<file path="config.mk">
export PLATFORM = sky130hd
export DESIGN_NAME = stale_timer
export DESIGN_NICKNAME = d
export VERILOG_FILES = /design/src/rtl/stale_timer_pkg.sv /design/src/rtl/stale_prescaler.sv /design/src/rtl/stale_counter.sv /design/src/rtl/stale_status.sv /design/src/rtl/stale_timer.sv
export SDC_FILE = /design/constraint.sdc
export NUM_CORES = 1
export LEC_CHECK = 0
export ABC_AREA = 1
export CORE_MARGIN = 8
export CORE_UTILIZATION = 49
export CTS_BUF_LIST = sky130_fd_sc_hd__clkbuf_4 sky130_fd_sc_hd__clkbuf_8
export CTS_CLUSTER_DIAMETER = 80
export CTS_CLUSTER_SIZE = 12
export DETAILED_ROUTE_END_ITERATION = 6
export GPL_TIMING_DRIVEN = 1
export PLACE_DENSITY = 0.78
export SETUP_SLACK_MARGIN = 0.1
export SLEW_MARGIN = 30
export SYNTH_ARGS = -nofsm -noshare
export SYNTH_HDL_FRONTEND = slang
export SYNTH_HIERARCHICAL = 1
export SYNTH_SLANG_ARGS = --single-unit
</file>
<file path="constraint.sdc">
create_clock -name clk -period 1.6 [get_ports clk]
set_clock_uncertainty 0.1 [all_clocks]
set_input_delay 0.48 -clock clk [delete_from_list [all_inputs] [get_ports clk]]
set_output_delay 0.48 -clock clk [all_outputs]
set_load 0.05 [all_outputs]
</file>
<file path="src/rtl/stale_timer_pkg.sv">
package stale_timer_pkg;

    typedef enum logic {
        DIR_RX = 1'b0,
        DIR_TX = 1'b1
    } dir_e;

    typedef struct packed {
        logic stale_prev;
        logic pending;
        logic status;
    } status_state_t;

endpackage

</file>
<file path="src/rtl/stale_prescaler.sv">
module stale_prescaler #(
    parameter int PRESCALE = 4
) (
    input  logic clk,
    input  logic rst_n,
    input  logic restart,
    output logic tick
);
    localparam int PRE_W = (PRESCALE > 1) ? $clog2(PRESCALE) : 1;

    generate
        if (PRESCALE > 1) begin : g_div
            localparam logic [PRE_W-1:0] LAST = PRE_W'(PRESCALE - 1);

            typedef struct packed {
                logic [PRE_W-1:0] phase;
            } pre_state_t;

            pre_state_t pre_d, pre_q;

            always_comb begin
                pre_d = pre_q;
                if (restart) begin
                    pre_d.phase = '0;
                end else if (pre_q.phase == LAST) begin
                    pre_d.phase = '0;
                end else begin
                    pre_d.phase = pre_q.phase + 1'b1;
                end
            end

            always_ff @(posedge clk or negedge rst_n) begin
                if (!rst_n) begin
                    pre_q <= '0;
                end else begin
                    pre_q <= pre_d;
                end
            end

            assign tick = (pre_q.phase == LAST) && !restart;
        end else begin : g_pass
            assign tick = !restart;
        end
    endgenerate

endmodule

</file>
<file path="src/rtl/stale_counter.sv">
module stale_counter #(
    parameter int CNT_W = 8
) (
    input  logic             clk,
    input  logic             rst_n,
    input  logic             tick,
    input  logic             load_en,
    input  logic [CNT_W-1:0] load_val,
    input  logic             data_arrive,
    output logic             stale
);
    typedef struct packed {
        logic [CNT_W-1:0] count;
        logic [CNT_W-1:0] reload;
        logic             armed;
    } cnt_state_t;

    cnt_state_t cnt_d, cnt_q;

    always_comb begin
        cnt_d = cnt_q;
        if (load_en) begin
            cnt_d.reload = load_val;
            cnt_d.count  = load_val;
            cnt_d.armed  = (load_val != '0);
        end else if (data_arrive) begin
            cnt_d.count = cnt_q.reload;
        end else if (tick && (cnt_q.count != '0)) begin
            cnt_d.count = cnt_q.count - 1'b1;
        end
    end

    always_ff @(posedge clk or negedge rst_n) begin
        if (!rst_n) begin
            cnt_q <= '0;
        end else begin
            cnt_q <= cnt_d;
        end
    end

    assign stale = cnt_q.armed && (cnt_q.count == '0);

endmodule

</file>
<file path="src/rtl/stale_status.sv">
module stale_status
    import stale_timer_pkg::*;
#(
    parameter int PIPE_W   = 2,
    parameter int PIPE_MAX = 1
) (
    input  logic              clk,
    input  logic              rst_n,
    input  logic              stale,
    input  dir_e              dir,
    input  logic              dma_busy,
    input  logic              fifo_empty,
    input  logic [PIPE_W-1:0] pipe_cnt,
    input  logic              clr_to,
    output logic              status
);
    localparam logic [PIPE_W-1:0] PIPE_LIMIT = PIPE_W'(PIPE_MAX);

    status_state_t st_d, st_q;
    logic          drained;
    logic          rise;
    logic          release_ok;

    always_comb begin
        drained    = !dma_busy && fifo_empty && (pipe_cnt <= PIPE_LIMIT);
        rise       = stale && !st_q.stale_prev;
        release_ok = (dir == DIR_TX) || drained;

        st_d            = st_q;
        st_d.stale_prev = stale;
        if (clr_to) begin
            st_d.status  = 1'b0;
            st_d.pending = 1'b0;
        end else if (stale) begin
            if ((rise || st_q.pending) && release_ok) begin
                st_d.status  = 1'b1;
                st_d.pending = 1'b0;
            end else if (rise) begin
                st_d.pending = 1'b1;
            end
        end else begin
            st_d.pending = 1'b0;
        end
    end

    always_ff @(posedge clk or negedge rst_n) begin
        if (!rst_n) begin
            st_q <= '0;
        end else begin
            st_q <= st_d;
        end
    end

    assign status = st_q.status;

endmodule

</file>
<file path="src/rtl/stale_timer.sv">
module stale_timer
    import stale_timer_pkg::*;
#(
    parameter int CNT_W    = 8,
    parameter int PRESCALE = 4,
    parameter int PIPE_W   = 2
) (
    input  logic              clk,
    input  logic              rst_n,
    input  logic              load_en,
    input  logic [CNT_W-1:0]  load_val,
    input  logic              data_arrive,
    input  logic              dir_tx,
    input  logic              dma_busy,
    input  logic              fifo_empty,
    input  logic [PIPE_W-1:0] pipe_cnt,
    input  logic              clr_to,
    input  logic              irq_en,
    output logic              stale,
    output logic              to_status,
    output logic              irq
);
    logic tick;
    logic restart;
    dir_e dir;

    assign restart = load_en || data_arrive;
    assign dir     = dir_tx ? DIR_TX : DIR_RX;

    stale_prescaler #(.PRESCALE(PRESCALE)) u_pre (
        .clk     (clk),
        .rst_n   (rst_n),
        .restart (restart),
        .tick    (tick)
    );

    stale_counter #(.CNT_W(CNT_W)) u_cnt (
        .clk         (clk),
        .rst_n       (rst_n),
        .tick        (tick),
        .load_en     (load_en),
        .load_val    (load_val),
        .data_arrive (data_arrive),
        .stale       (stale)
    );

    stale_status #(.PIPE_W(PIPE_W)) u_st (
        .clk        (clk),
        .rst_n      (rst_n),
        .stale      (stale),
        .dir        (dir),
        .dma_busy   (dma_busy),
        .fifo_empty (fifo_empty),
        .pipe_cnt   (pipe_cnt),
        .clr_to     (clr_to),
        .status     (to_status)
    );

    assign irq = to_status && irq_en;

endmodule

</file>
==> flow_summary.ini, run 1 <==
[outcome]
outcome = complete, but fails checks
violations = negative setup slack

[grt]
overflow = 0
grt_max_degree = 23
grt_pass1_wl_mm = 5.264
grt_pass1_vias = 1252
antenna_found_initial = 0
grt_use_total = 0.1487

[worst_hold_path]
min_from = u_pre/g_div.pre_q[0]
worstHoldPathType = flop to flop
hold_depth = 1
min_to = u_pre/g_div.pre_q[0]

[clock_tree]
cts_tree = done
cts.sinks = 22
numCtsBuffers = 3
h-tree-depth = 1
insertion_delay_ns = 0.30
cts_buffer_depth = 2
path_clk_slew_ns = 0.13
cts_root_buf = clkbuf_4

[place]
place_congestion = 0.8263
port_buffers = 20
post_dp_cell_area_um2 = 1697
dp_hpwl_mm = 2.221

[setup_path]
critPathMaxFanout = 2
ff2ff_path_depth = 10
reg2reg_from = u_cnt/cnt_q[9]
cp-end-kind = output pin
cp.arrival_ns = 1.42
r2r_end = u_cnt/cnt_q[10]
crit_type = flop to output pin
worstPathRequired_ns = 1.02
r2r_slack_ns = -0.26
max_stage_delay_ns = 0.41
path_cells = inv_2 > ha_4 > nand2_4 > nor3b_4 > buf_12
cp-start-kind = flop
slowest_stage = dfrtp_1

[layout]
fill_cells = 177
nNetsFinal = 243
area.growth.synth_to_final_pct = 49.60
n_antenna_cell = 0
drive_gt1_frac = 0.3258
stdcell_area_um2 = 1883

[timing]
drv_slew = 0
final.setup.worst_slack_ns = -0.3963
worstMarginPinSlew_ns = 0.3430
setup_viol_count_final = 11
final.period_utilization = 1.248
tns_ns = -2.132
slew_headroom = 0.7711
finalHoldWorstSlack_ns = 0.3473
max_freq_ghz = 0.5009
period_minus_slack_ns = 1.996
hold_viol = 0
rsz0062_at_grt = true

[synthesis]
synth.distinct_cells = 22
yosysSeqAreaShare = 0.4374
syn_area_um2 = 1259
syn_inst = 168
syn-num-nets = 189
syn_area_per_cell_um2 = 7.492
ys_seq_elements = 22
yosys_warnings = 6

[routing]
highest_layer = met4
post-route-drc-count = 0
finalWirelength_mm = 3.374
firstDrtPassIters = 4
wl_per_cell_um = 13.44
detail-route-antenna-nets = 0
num_vias = 1309
met2_wirelength_mm = 1.695
met3_length_um = 229
drt-initial-drc-count = 88
met1_length_mm = 1.379
routed_via_density = 5.215

[floorplan]
fp.dieH_um = 66.69
die_w_um = 66.69
die_area_um2 = 4447
initial_core_util = 0.5127
core_um2 = 2455
ios = 22
num_rows = 18

[job]
maxCapViolCount = 0

[power_and_ir_drop]
ir_drop_uv = 722.9
power_frac_clock = 0.280
swShare = 0.2876
p_comb_frac = 0.307
p_leak_nw = 0.9382
power_density_nw_per_um2 = 806.2
p_int_w = 0.001082
seqPwrFrac = 0.413
p_sw_w = 0.0004365
[worst max-delay path by stage]
stage	startpoint	endpoint	slack [ns]	depth (start not counted)
2_1_floorplan	u_cnt/cnt_q[9]	stale	-0.20	4
3_3_place_gp	load_en	u_cnt/cnt_q[16]	-0.25	8
3_5_place_dp	data_arrive	u_cnt/cnt_q[16]	-0.29	8
4_1_cts	u_cnt/cnt_q[9]	stale	-0.42	5
5_1_grt	u_cnt/cnt_q[13]	stale	-0.50	4
6_report	u_cnt/cnt_q[9]	stale	-0.40	5
[sequential cells by signal (all words and copies together) (netlist names)]
signal             flops
u_cnt/cnt_q           17
u_pre/g_div.pre_q      2
u_st/st_q              2
u_st/status            1
[metrics by stage]
| step | setup slack (ns) | cells | total power (W) | util |
|---|---|---|---|---|
| final | -0.3963 | 251 | 0.001518 | 0.7671 |
| after global routing | -0.5016 | 251 | 0.001595 | 0.7671 |
| after CTS | -0.4226 | 244 | 0.001493 | 0.7360 |
| after detailed placement | -0.2874 | 234 | 0.001035 | 0.6911 |
| after global placement | -0.2518 | 234 | 0.001021 | 0.6911 |
| after floorplan | -0.1996 | 168 | 0.0008518 | - |
[Yosys cell counts]
cell type   n  area share
inv_2       2      0.0060
nand3_1     8       0.032
nand2_4     1      0.0089
nor4_1      2      0.0099
nor2_2      4       0.020
buf_2       3       0.012
dfrtp_1    22        0.44
a31oi_1     1      0.0050
o21ai_0    18       0.072
nor3b_1     1      0.0060
nor2_1     15       0.045
nand4_1     1      0.0050
buf_6       1      0.0089
inv_1      26       0.078
clkbuf_1    1      0.0030
a21boi_0    1      0.0060
nand2_1    38        0.11
nand2_2     6       0.030
o21ai_2     5       0.035
ha_1        2       0.020
a21oi_1     9       0.036
o21ai_4     1       0.013
[metal layers]
metal / up-vias / GRT usage
met3: 11 / 0.03356
met5: - / 0
met1: 610 / 0.1564
li1: 637 / -
met4: 0 / 0.06133
met2: 51 / 0.2748
[worst max-delay path: cells and delay by family, from the launching register on]
family / cells / cell delay (ns)
and+or+nand+nor: 2 / 0.29
DFF: 1 / 0.41
buffers and inverters: 2 / 0.26
adders and majority gates: 1 / 0.15
[cell type report]
class                           instances  area [um^2]  share of cell area
Multi-Input combinational cell        114        635.6              0.3375
Sequential cell                        22        551.8              0.2930
Timing Repair Buffer                   53        500.5              0.2658
Inverter                               28        105.1             0.05581
Tap cell                               30        37.54             0.01993
Clock inverter                          1        30.03             0.01595
Clock buffer                            3        22.52             0.01196
[power by group through the flow]
stage / Combinational [W] / Sequential, W / Clock (W)
6_report: 0.000466 / 0.000627 / 0.000426
5_1_grt: 0.000506 / 0.000631 / 0.000458
4_1_cts: 0.000431 / 0.000626 / 0.000435
3_5_place_dp: 0.000398 / 0.000638 / 0
3_3_place_gp: 0.000386 / 0.000635 / 0
2_1_floorplan: 0.000211 / 0.000640 / 0
[cell families after synthesis]
group                    after synthesis  synth area share
AO/OA/AOI/OAI                         35            0.1660
flip-flops                            22            0.4374
adder cells (fa/ha/maj)                2           0.01988
AND/OR/NAND/NOR                       76            0.2694
buffers and inverters                 33            0.1073
[placed cells by master (no fill, tap or decap)]
cell type        count
nor2_1              13
dfrtp_1             21
ha_4                 1
ha_1                 1
dlygate4sd2_1        1
buf_6                3
o21ai_4              1
nand4_1              1
nor3b_4              1
inv_1               22
dfrtp_2              1
o21ai_2              5
nand2_1             35
nand2_4              4
a21oi_1              9
a31oi_1              1
nor2_2               5
o21ai_0             18
nand3_1              8
bufinv_16            1
a21boi_1             1
nor2_4               1
buf_12               4
nor4_1               2
clkdlybuf4s50_1     16
buf_4               29
clkbuf_4             3
inv_2                6
nand2_2              7
[timing repair]
item | 4_1_cts | 5_1_grt
setup buffers | 5 | 7
cloned | 1 | 0
hold buffers | 0 | 0
setup endpoints to repair | 13 | 13
pin swaps | 6 | 7
gates resized for setup | 7 | 8
Power figures use the tool's default switching activity.
==> inputs of run 2 (changes only) <==
- CORE_ASPECT_RATIO: default -> 0.5
- CORE_UTILIZATION: 49 -> 40
- PLACE_DENSITY: 0.78 -> 0.66
- SKIP_LAST_GASP: default -> 1
==> flow_summary.ini, run 2 (synthesis results as in run 1) <==
[clock_tree]
numCtsBuffers = 3
cts_root_buf = clkbuf_8
h-tree-depth = 1
insertion_delay_ns = 0.26
cts_buffer_depth = 2
path_clk_slew_ns = 0.08
hold_buffers = 0
cts.sinks = 22
cts_tree = done

[grt]
overflow = 0
grt_pass1_vias = 1172
antenna_found_initial = 0
grt_pass1_wl_mm = 5.106
grt_max_degree = 23
grt_use_total = 0.1205

[power_and_ir_drop]
p_leak_nw = 0.9225
ir_drop_uv = 381.8
power_density_nw_per_um2 = 776.6

[layout]
fill_cells = 262
regMostFlops = u_cnt/cnt_q
n_antenna_cell = 0
top_regs = u_cnt/cnt_q x17, u_pre/g_div.pre_q x2, u_st/st_q x2
drive_gt1_frac = 0.3333
nNetsFinal = 241
register_area_um2 = 551.8
final_common_cell = nand2_1
largest_reg_flops = 17
post-route-util = 0.6328
area.growth.synth_to_final_pct = 50.60
layout_common_cells = nand2_1 (34), buf_4 (30), inv_1 (23)
multiInputGateArea_um2 = 655.6
stdcell_area_um2 = 1896

[timing]
final.setup.worst_slack_ns = -0.3478
drv_slew = 0
max_freq_ghz = 0.5134
hold_viol = 0
period_minus_slack_ns = 1.948
worstMarginPinSlew_ns = 0.3530
setup_viol_count_final = 9
rsz0062_at_grt = true
tns_ns = -1.212
slew_headroom = 0.7625
final.period_utilization = 1.217

[setup_path]
cp.arrival_ns = 1.37
critPathMaxFanout = 2
cp-start-kind = flop
cpLargestDelayFamily = flip-flops
cp-end-kind = output pin
max_stage_delay_ns = 0.39
worstPathRequired_ns = 1.02
path_cells = inv_2 > ha_4 > nand2_4 > nor3b_4 > buf_12
critPathBufInv = 2
r2r_slack_ns = -0.13
ff2ff_path_depth = 9
crit_start = u_cnt/cnt_q[9]
crit_type = flop to output pin
reg2reg_from = u_cnt/cnt_q[9]
slowest_stage = dfrtp_1
r2r_end = u_cnt/cnt_q[14]

[floorplan]
fp.dieH_um = 55.67
die_area_um2 = 5307
ios = 22
core_um2 = 2995
die_w_um = 95.33
initial_core_util = 0.4202
num_rows = 14

[routing]
post-route-drc-count = 0
wl_per_cell_um = 12.09
finalWirelength_mm = 3.131
num_vias = 1222
firstDrtPassIters = 4
routed_via_density = 4.718
drt-initial-drc-count = 66
detail-route-antenna-nets = 0

[place]
dpl_worst_slack_ns = -0.2909
dp_hpwl_mm = 2.219
port_buffers = 20
place_congestion = 0.7970
post_dp_cell_area_um2 = 1719

[outcome]
outcome = complete, but fails checks
violations = negative setup slack

[worst_hold_path]
hold_depth = 1
worstHoldPathType = flop to flop
min_from = u_pre/g_div.pre_q[0]
min_to = u_pre/g_div.pre_q[0]

[job]
maxCapViolCount = 0
==> run 2: worst max-delay path by stage <==
| stage | end | slack, ns | depth (start not counted) |
|---|---|---|---|
| after floorplan | stale | -0.20 | 4 |
| after global placement | u_cnt/cnt_q[16] | -0.25 | 8 |
| after detailed placement | u_cnt/cnt_q[14] | -0.29 | 8 |
| after CTS | stale | -0.36 | 5 |
| after global routing | stale | -0.39 | 4 |
| final | stale | -0.35 | 5 |
==> run 2: area by class of cell <==
type / count / share of cell area
inverters: 28 / 0.05677
well taps: 40 / 0.02640
flip-flops and latches: 22 / 0.2911
multi-input cells: 114 / 0.3459
clock buffers: 4 / 0.02904
repair buffers: 51 / 0.2508
==> run 2: layer usage <==
metal	part of all wire	vias to the layer above	GRT usage	wire, um
met1	0.45	566	0.1427	1398
met5	0	-	0	0
met4	0.019	0	0.03304	59
met3	0.045	5	0.03365	142
li1	-	634	-	-
met2	0.49	17	0.2063	1530
==> run 2: timing repair <==
item                                    CTS  global route
gates resized for setup                  12             6
endpoints found under the setup margin   12            12
gates cloned                              1             0
pin swaps                                 9             5
buffers inserted                          2             5
endpoints found under the hold margin     0             0
==> run 2: stage by stage <==
stage / std cells / power (W) / hold WS, ns
finish: 259 / 0.001472 / 0.3302
global route: 259 / 0.001564 / 0.3626
CTS: 254 / 0.001456 / 0.3362
detailed placement: 247 / 0.001035 / 0.3250
global placement: 247 / 0.001029 / 0.3210
floorplan: 168 / 0.0008518 / 0.08441
==> run 2: worst reg2reg max path: cells and delay by family, from the launching register on <==
kind | cells | cell delay (ns)
DFF | 1 | 0.39
and+or+nand+nor | 3 | 0.37
buffers and inverters | 3 | 0.35
AOI/OAI and AO/OA | 2 | 0.26
adders and majority gates | 1 | 0.15
==> run 2: power breakdown <==
part / total [W] / internal, W / switching, W / leakage [nW]
combinational: 0.000442 / 0.000214 / 0.000228 / 0.625
clock: 0.000403 / 0.000220 / 0.000183 / 0.0288
sequential: 0.000627 / 0.000603 / 0.0000240 / 0.269
==> inputs of run 3 (changes only) <==
- SKIP_LAST_GASP: 1 -> default
==> flow_summary.ini, run 3 (synthesis results as in run 1) <==
[setup_path]
cp.arrival_ns = 1.37
cp-start-kind = flop
crit_type = flop to output pin
cp-end-kind = output pin
worstPathRequired_ns = 1.02
critPathMaxFanout = 2

[floorplan]
num_rows = 14
die_area_um2 = 5307
core_um2 = 2995
fp.dieH_um = 55.67
die_w_um = 95.33
initial_core_util = 0.4202
ios = 22

[timing]
period_minus_slack_ns = 1.950
finalHoldWorstSlack_ns = 0.3302
hold_viol = 0
rsz0062_at_grt = true
drv_slew = 0
max_freq_ghz = 0.5127
setup_viol_count_final = 9
worstMarginPinSlew_ns = 0.3545
final.period_utilization = 1.219
final.setup.worst_slack_ns = -0.3503
tns_ns = -1.221
slew_headroom = 0.7615

[clock_tree]
cts_root_buf = clkbuf_8
cts.sinks = 22
path_clk_slew_ns = 0.08
cts_buffer_depth = 2
cts_tree = done
insertion_delay_ns = 0.26
numCtsBuffers = 3
h-tree-depth = 1

[routing]
routed_via_density = 4.681
wl_per_cell_um = 11.96
post-route-drc-count = 0
num_vias = 1203
drt-initial-drc-count = 83
firstDrtPassIters = 4
detail-route-antenna-nets = 0
finalWirelength_mm = 3.073

[power_and_ir_drop]
ir_drop_uv = 381.6
seqPwrFrac = 0.427
p_leak_nw = 0.9128
power_density_nw_per_um2 = 780.6
p_int_w = 0.001034
p_sw_w = 0.0004341
swShare = 0.2957
p_total_w = 0.001468
power_frac_clock = 0.275
p_comb_frac = 0.298

[grt]
grt_max_degree = 23
grt_pass1_wl_mm = 5.147
antenna_found_initial = 0
use_met2 = 0.2092
grt_use_total = 0.1214
grt_pass1_vias = 1177
grtUsageMet1 = 0.1427
use_met3 = 0.03365
overflow = 0
top_usage_layer = met2

[layout]
stdcell_area_um2 = 1881
regMostFlops = u_cnt/cnt_q
layout_common_cells = nand2_1 (34), buf_4 (28), inv_1 (23)
area.growth.synth_to_final_pct = 49.40
top_regs = u_cnt/cnt_q x17, u_pre/g_div.pre_q x2, u_st/st_q x2
n_antenna_cell = 0
register_area_um2 = 551.8
largest_reg_flops = 17
nNetsFinal = 239
fill_cells = 261
drive_gt1_frac = 0.3272
multiInputGateArea_um2 = 655.6
final_common_cell = nand2_1

[place]
port_buffers = 20
post_dp_cell_area_um2 = 1719
place_congestion = 0.7970
dp_hpwl_mm = 2.219

[outcome]
outcome = complete, but fails checks
violations = negative setup slack

[job]
maxCapViolCount = 0

[worst_hold_path]
worstHoldPathType = flop to flop
==> run 3: worst paths after layout <==
check | end | from | cells past startpoint | slack [ns]
worst min register to register | u_pre/g_div.pre_q[0] | u_pre/g_div.pre_q[0] | 1 | 0.33
max in group asynchronous | u_st/status | rst_n | 2 | 0.70
worst min-delay path | u_pre/g_div.pre_q[0] | u_pre/g_div.pre_q[0] | 1 | 0.33
worst max register to register | u_cnt/cnt_q[14] | u_cnt/cnt_q[9] | 9 | -0.13
min in group asynchronous | u_cnt/cnt_q[1] | rst_n | 2 | 0.46
worst max-delay path | stale | u_cnt/cnt_q[9] | 5 | -0.35
==> run 3: area by class of cell <==
cell class | count | area share
multi-input cells | 114 | 0.3486
flip-flops and latches | 22 | 0.2934
repair buffers | 49 | 0.2448
inverters | 28 | 0.05722
clock buffers | 4 | 0.02927
well taps | 40 | 0.02661
==> run 3: stage by stage <==
step | cells | setup slack [ns] | utilization
3_5_place_dp | 247 | -0.2909 | 0.5739
3_3_place_gp | 247 | -0.2513 | 0.5739
5_1_grt | 257 | -0.3890 | 0.6278
2_1_floorplan | 168 | -0.1996 | -
4_1_cts | 254 | -0.3619 | 0.6086
6_report | 257 | -0.3503 | 0.6278
==> run 3: power groups by stage <==
stage / logic (W) / registers [W] / clock network [W]
after global routing: 0.000489 / 0.000631 / 0.000440
after detailed placement: 0.000399 / 0.000637 / 0
after global placement: 0.000393 / 0.000636 / 0
after floorplan: 0.000211 / 0.000640 / 0
after CTS: 0.000418 / 0.000627 / 0.000411
final: 0.000438 / 0.000627 / 0.000403
==> run 3: layer usage <==
layer  share of wire  vias to the layer above
li1                -                      630
met1            0.46                      554
met2            0.48                       15
met3           0.043                        4
met4           0.019                        0
met5               0                        -
==> run 3: timing repair <==
item,4_1_cts,5_1_grt
setup buffers,2,3
gates cloned,1,0
hold buffers,0,0
endpoints found under the hold margin,0,0
gates resized for setup,13,5
setup endpoints to repair,12,12
pin swaps,9,6
==> run 3: worst max-delay path: stages, from the launching register on <==
cell     delay [ns]
dfrtp_1        0.39
inv_2          0.08
ha_4           0.15
nand2_4        0.07
nor3b_4        0.24
buf_12         0.17
